$ cat config.mk
export PLATFORM = sky130hd
export DESIGN_NAME = wol_magic_detect
export DESIGN_NICKNAME = d
export VERILOG_FILES = /design/src/rtl/wol_magic_pkg.sv /design/src/rtl/wol_addr_slicer.sv /design/src/rtl/wol_pattern_matcher.sv /design/src/rtl/wol_wake_qualifier.sv /design/src/rtl/wol_magic_detect.sv
export SDC_FILE = /design/constraint.sdc
export NUM_CORES = 1
export LEC_CHECK = 0
export ABC_AREA = 1
export BUFFER_PORTS_ARGS = -buffer_cell sky130_fd_sc_hd__buf_2
export CORE_AREA = 2 2 88 90
export CTS_CLUSTER_DIAMETER = 200
export DETAILED_ROUTE_END_ITERATION = 10
export DIE_AREA = 0 0 90 92
export PLACE_DENSITY = 0.49
export SYNTH_ARGS = -nofsm -noshare
export SYNTH_HDL_FRONTEND = slang
export SYNTH_SLANG_ARGS = --single-unit
$ cat constraint.sdc
create_clock -name clk -period 1.9 [get_ports clk]
set_input_delay 0.285 -clock clk [delete_from_list [all_inputs] [get_ports clk]]
set_output_delay 0.285 -clock clk [all_outputs]
set_load 0.01 [all_outputs]
$ cat src/rtl/wol_magic_pkg.sv
package wol_magic_pkg;

    localparam logic [7:0] SYNC_BYTE = 8'hFF;

    typedef enum logic [1:0] {
        PH_HUNT  = 2'd0,
        PH_COPY  = 2'd1,
        PH_FOUND = 2'd2
    } wol_phase_e;

    typedef struct packed {
        logic       valid;
        logic       sof;
        logic       eof;
        logic       abort;
        logic [7:0] data;
    } wol_beat_t;

    function automatic logic is_sync(input logic [7:0] b);
        return b == SYNC_BYTE;
    endfunction

    function automatic int idx_width(input int n);
        return (n > 1) ? $clog2(n) : 1;
    endfunction

endpackage

$ cat src/rtl/wol_addr_slicer.sv
module wol_addr_slicer
    import wol_magic_pkg::*;
#(
    parameter int ADDR_BYTES = 6,
    localparam int BI_W = idx_width(ADDR_BYTES),
    localparam int SLOTS = 1 << BI_W
) (
    input  logic [8*ADDR_BYTES-1:0] addr,
    input  logic [BI_W-1:0]         idx,
    output logic [7:0]              sel_byte,
    output logic [7:0]              first_byte
);
    logic [7:0] slot [SLOTS];

    // Wire order: slot 0 holds the most significant byte.
    for (genvar g = 0; g < SLOTS; g++) begin : g_slot
        if (g < ADDR_BYTES) begin : g_real
            assign slot[g] = addr[8*(ADDR_BYTES-g)-1 -: 8];
        end else begin : g_pad
            assign slot[g] = 8'h00;
        end
    end

    assign sel_byte   = slot[idx];
    assign first_byte = slot[0];
endmodule

$ cat src/rtl/wol_pattern_matcher.sv
module wol_pattern_matcher
    import wol_magic_pkg::*;
#(
    parameter int SYNC_LEN   = 6,
    parameter int COPY_COUNT = 16,
    parameter int ADDR_BYTES = 6,
    localparam int FF_W = idx_width(SYNC_LEN + 1),
    localparam int CP_W = idx_width(COPY_COUNT),
    localparam int BI_W = idx_width(ADDR_BYTES)
) (
    input  logic            clk,
    input  logic            rst,
    input  wol_beat_t       beat,
    input  logic [7:0]      cur_addr_byte,
    input  logic [7:0]      first_addr_byte,
    output logic [BI_W-1:0] byte_idx,
    output logic            found_now
);
    localparam logic [FF_W-1:0] FF_FULL   = FF_W'(SYNC_LEN);
    localparam logic [CP_W-1:0] CP_LAST   = CP_W'(COPY_COUNT - 1);
    localparam logic [BI_W-1:0] BI_LAST   = BI_W'(ADDR_BYTES - 1);

    wol_phase_e      ph_q, ph_b, ph_n;
    logic [FF_W-1:0] ff_q, ff_b, ff_n;
    logic [CP_W-1:0] cp_q, cp_b, cp_n;
    logic [BI_W-1:0] bi_q, bi_b, bi_n;
    logic            fresh;

    assign fresh = beat.valid && beat.sof;

    always_comb begin
        ph_b = fresh ? PH_HUNT : ph_q;
        ff_b = fresh ? '0 : ff_q;
        cp_b = fresh ? '0 : cp_q;
        bi_b = fresh ? '0 : bi_q;
        ph_n = ph_b;
        ff_n = ff_b;
        cp_n = cp_b;
        bi_n = bi_b;
        if (beat.abort) begin
            ph_n = PH_HUNT;
            ff_n = '0;
            cp_n = '0;
            bi_n = '0;
        end else if (beat.valid) begin
            unique case (ph_b)
                PH_HUNT: begin
                    if (is_sync(beat.data)) begin
                        ff_n = (ff_b == FF_FULL) ? ff_b : ff_b + FF_W'(1);
                    end else if (ff_b == FF_FULL) begin
                        // Armed: the first address byte opens the copies,
                        // any other byte is skipped as filler.
                        if (beat.data == first_addr_byte) begin
                            ph_n = PH_COPY;
                            bi_n = BI_W'(1);
                            cp_n = '0;
                        end
                    end else begin
                        ff_n = '0;
                    end
                end
                PH_COPY: begin
                    if (beat.data == cur_addr_byte) begin
                        if (bi_b == BI_LAST) begin
                            bi_n = '0;
                            if (cp_b == CP_LAST) ph_n = PH_FOUND;
                            else                 cp_n = cp_b + CP_W'(1);
                        end else begin
                            bi_n = bi_b + BI_W'(1);
                        end
                    end else begin
                        ph_n = PH_HUNT;
                        ff_n = is_sync(beat.data) ? FF_W'(1) : '0;
                        cp_n = '0;
                        bi_n = '0;
                    end
                end
                default: ph_n = PH_FOUND;
            endcase
        end
    end

    always_ff @(posedge clk) begin
        if (rst) begin
            ph_q <= PH_HUNT;
            ff_q <= '0;
            cp_q <= '0;
            bi_q <= '0;
        end else begin
            ph_q <= ph_n;
            ff_q <= ff_n;
            cp_q <= cp_n;
            bi_q <= bi_n;
        end
    end

    assign byte_idx  = bi_q;
    assign found_now = (ph_n == PH_FOUND);

    assert_ffcnt_bound_R4: assert property (@(posedge clk) disable iff (rst)
        ff_q <= FF_FULL);
    assert_copy_bound_R2: assert property (@(posedge clk) disable iff (rst)
        cp_q <= CP_LAST && bi_q <= BI_LAST);
    assert_abort_clears_R11: assert property (@(posedge clk) disable iff (rst)
        beat.abort |=> (ph_q == PH_HUNT && ff_q == '0));
    assert_found_holds_R2: assert property (@(posedge clk) disable iff (rst)
        (ph_q == PH_FOUND && !beat.abort && !fresh) |=> ph_q == PH_FOUND);
    assert_copy_needs_sync_R7: assert property (@(posedge clk) disable iff (rst)
        (ph_q == PH_HUNT && beat.valid && !fresh && !beat.abort && ff_q != FF_FULL)
            |=> ph_q != PH_COPY);
endmodule

$ cat src/rtl/wol_wake_qualifier.sv
module wol_wake_qualifier (
    input  logic clk,
    input  logic rst,
    input  logic frame_end,
    input  logic found_now,
    input  logic da_match,
    input  logic crc_ok,
    input  logic magic_en,
    input  logic wake_en,
    output logic wake_pulse
);
    logic grant;

    assign grant = found_now && da_match && crc_ok && magic_en && wake_en;

    always_ff @(posedge clk) begin
        if (rst) wake_pulse <= 1'b0;
        else     wake_pulse <= frame_end && grant;
    end

    assert_pulse_single_R2: assert property (@(posedge clk) disable iff (rst)
        wake_pulse |=> !wake_pulse);
    assert_pulse_after_end_R2: assert property (@(posedge clk) disable iff (rst)
        wake_pulse |-> $past(frame_end));
    assert_dest_gate_R8: assert property (@(posedge clk) disable iff (rst)
        wake_pulse |-> $past(da_match));
    assert_crc_gate_R9: assert property (@(posedge clk) disable iff (rst)
        wake_pulse |-> $past(crc_ok));
    assert_enable_gate_R10: assert property (@(posedge clk) disable iff (rst)
        wake_pulse |-> $past(magic_en && wake_en));
endmodule

$ cat src/rtl/wol_magic_detect.sv
module wol_magic_detect
    import wol_magic_pkg::*;
#(
    parameter int SYNC_LEN   = 6,
    parameter int COPY_COUNT = 16,
    parameter int ADDR_BYTES = 6,
    localparam int BI_W = idx_width(ADDR_BYTES)
) (
    input  logic                    clk,
    input  logic                    rst,
    input  logic                    rx_valid,
    input  logic                    rx_sof,
    input  logic                    rx_eof,
    input  logic                    rx_abort,
    input  logic [7:0]              rx_data,
    input  logic [8*ADDR_BYTES-1:0] station_addr,
    input  logic                    da_match,
    input  logic                    crc_ok,
    input  logic                    magic_en,
    input  logic                    wake_en,
    output logic                    wake_pulse
);
    wol_beat_t       beat;
    logic [BI_W-1:0] byte_idx;
    logic [7:0]      cur_byte, first_byte;
    logic            found_now;

    assign beat = '{valid: rx_valid, sof: rx_sof, eof: rx_eof,
                    abort: rx_abort, data: rx_data};

    wol_addr_slicer #(.ADDR_BYTES(ADDR_BYTES)) u_slicer (
        .addr       (station_addr),
        .idx        (byte_idx),
        .sel_byte   (cur_byte),
        .first_byte (first_byte)
    );

    wol_pattern_matcher #(
        .SYNC_LEN   (SYNC_LEN),
        .COPY_COUNT (COPY_COUNT),
        .ADDR_BYTES (ADDR_BYTES)
    ) u_matcher (
        .clk             (clk),
        .rst             (rst),
        .beat            (beat),
        .cur_addr_byte   (cur_byte),
        .first_addr_byte (first_byte),
        .byte_idx        (byte_idx),
        .found_now       (found_now)
    );

    wol_wake_qualifier u_qual (
        .clk        (clk),
        .rst        (rst),
        .frame_end  (rx_valid && rx_eof && !rx_abort),
        .found_now  (found_now),
        .da_match   (da_match),
        .crc_ok     (crc_ok),
        .magic_en   (magic_en),
        .wake_en    (wake_en),
        .wake_pulse (wake_pulse)
    );

    assert_reset_quiet_R1: assert property (@(posedge clk)
        rst |=> !wake_pulse);
endmodule

==> flow_summary.json <==
{
  "grt_pass1_wl_mm": 10.8,
  "fp.dieH_microns": 92,
  "drt-total-wl_mm": 6.33,
  "fmax_mhz": 541,
  "pin_count": 67,
  "cp-end-kind": "flip-flop",
  "layout.cells.non_filler": 554,
  "layout_common_cells": "nand2_1, buf_2, inv_1",
  "cts.sinks": 13,
  "relSlewSlack": 0.565,
  "status": "finished, final reports clean",
  "dieArea_sq_um": 8280,
  "finalCriticalPeriod_ns": 1.85,
  "nNetsFinal": 523,
  "drt_iter0_drc": 82,
  "ant_nets": 0,
  "syn_area_sq_um": 1790,
  "fp-row-count": 32,
  "yosys_warnings": 0,
  "vias": 2456,
  "portBuffers": 66,
  "p_per_area_nw_per_um2": 323,
  "clkLatencyLatePin_ns": 0.25,
  "root_buffer": "clkbuf_8",
  "synth-main-ff-cell": "dfxtp_1",
  "netlist.area_leader.share": 0.288,
  "seq_area_sq_um": 264,
  "place_inst": 542,
  "synth_top_cell_by_area": "nand2_1",
  "pre_cts_slack_ns": -0.0702,
  "rsz0062_at_grt": "yes",
  "synth-seq-cells": 13,
  "setup_slack_ns": 0.0508,
  "multi_input_area_sq_um": 1320,
  "hold_class": "in2reg",
  "track_usage": 0.156,
  "finalHoldViolCount": 0,
  "cts-htree-levels": 1,
  "total_power_uw": 856,
  "dr.pass1.iters": 4,
  "gp_congestion": 0.845,
  "syn_area_per_cell_sq_um": 4.99,
  "ys_types": 26,
  "rrSetupSlack_ns": 0.05,
  "drc": 0,
  "setup_viol": 0,
  "maxCapViolations": 0,
  "viasPerCell": 4.43,
  "cp_max_fo": 7,
  "slew_viol_final": 0,
  "ys_seq_area_frac": 0.146,
  "async_reset_ff_frac": 0,
  "antenna_cells": 0,
  "grt_pass1_vias": 2331,
  "final_layout_size_suffix_gt1_frac": 0.292,
  "synthTopCellsByArea": "nand2_1, dfxtp_1, inv_1, nand3_1, nor2_1",
  "skew_ns": 0.00236,
  "crit_required_ns": 2.08,
  "cp-start-kind": "flip-flop",
  "min_period_over_period": 0.973,
  "antenna_found_initial": 0,
  "worstMarginPinSlew_ns": 0.650,
  "hold_ws_ns": 0.312,
  "clockBufferDepth": 2,
  "cts_buffers": 3,
  "dpl_cell_area_sq_um": 2400,
  "fin_area_sq_um": 2650,
  "avgRoutedWirePerCell_microns": 11.4,
  "die-width_microns": 90,
  "start_util": 0.240,
  "syn_inst": 358,
  "coreArea_sq_um": 7450,
  "vdd_drop_max_v": 0.000177,
  "fillers": 855,
  "syn-num-nets": 428,
  "clkTransAtPathRegs_ns": 0.06,
  "leakage_nw": 1.48,
  "dp_hpwl_mm": 4.85,
  "final_common_cell": "nand2_1",
  "arrival_ns": 2.03,
  "grt_max_degree": 12,
  "worstSetupPathType": "reg2reg",
  "area_growth_pct": 48.6,
  "gr-total-overflow": 0,
  "cts_tree": "yes",
  "synth_edf_count": 0
}
[Yosys cell counts (3+ instances only)]
library cell	number
nor2_4	3
nand4_1	8
nand2_1	137
buf_2	3
ha_1	4
o21ai_0	15
buf_4	3
dfxtp_1	13
o21ai_1	6
nor2_1	37
a21oi_1	17
inv_1	57
nand3_1	37
[where the power goes]
part,switching [mW],leakage (nW),internal (mW)
registers,0.00484,0.106,0.277
clock network,0.110,0.0228,0.149
logic,0.172,1.35,0.145
total,0.286,1.48,0.570
[worst max-delay path, stage by stage, from the launching register on]
cell and delay, ns:
dfxtp_4 0.38, buf_6 0.12, buf_8 0.12, nor2_1 0.11, nor2_1 0.05, o21ai_1 0.10
nand3_1 0.10, nand2_1 0.08, nand2_2 0.07, nor2_4 0.14, nand2_2 0.09, nor2_4 0.20
nand2_2 0.09, a21oi_1 0.13
[cells by family (layout without fill, tap and decap cells)]
kind of cell	after synthesis	after routing	share of synthesized area
adder cells (fa/ha/maj)	4	4	0.0280
flip-flops	13	13	0.146
AO/OA/AOI/OAI	41	41	0.119
AND/OR/NAND/NOR	229	229	0.540
buffers and inverters	69	163	0.158
XOR/XNOR	2	2	0.00981
[cell type report]
cell class	instances	share of cell area
well taps	102	0.0481
inverters	60	0.0877
clock buffers	4	0.0170
repair buffers	99	0.251
multi-input cells	276	0.497
flip-flops and latches	13	0.0995
[through the flow]
stage	setup TNS, ns	util
after global placement	-0.0966	0.322
after global routing	-0.551	0.356
after CTS	0	0.347
after floorplan	0	-
after detailed placement	-0.159	0.322
final	0	0.356
[worst paths after layout]
path | startpoint | endpoint | cells past startpoint
setup / recovery | u_matcher.byte_idx[0] | u_qual.wake_pulse | 13
hold / removal | rx_eof | u_qual.wake_pulse | 3
setup reg to reg | u_matcher.byte_idx[0] | u_qual.wake_pulse | 13
hold reg to reg | u_matcher.ff_q[2] | u_matcher.ff_q[2] | 2
[what timing repair did]
action                     in CTS  in global routing
pin swaps                      10                 11
cloned                          3                  0
resized for setup              23                 19
setup endpoints to repair       7                 12
hold buffers                    0                  0
setup buffers                   3                  2
hold endpoints to repair        0                  0
[flip-flops by register name (all words and copies together) (netlist names)]
register            cells
u_matcher.cp_q          4
u_matcher.byte_idx      3
u_matcher.ph_q          2
u_qual.wake_pulse       1
u_matcher.ff_q          3
[layer usage]
metal	vias to the layer above	part of all wire	global-route usage
met5	-	0	0
met4	0	0.0027	0.0256
met2	80	0.47	0.285
met3	2	0.059	0.0238
li1	1302	-	-
met1	1072	0.46	0.195
Power figures use the tool's default switching activity.
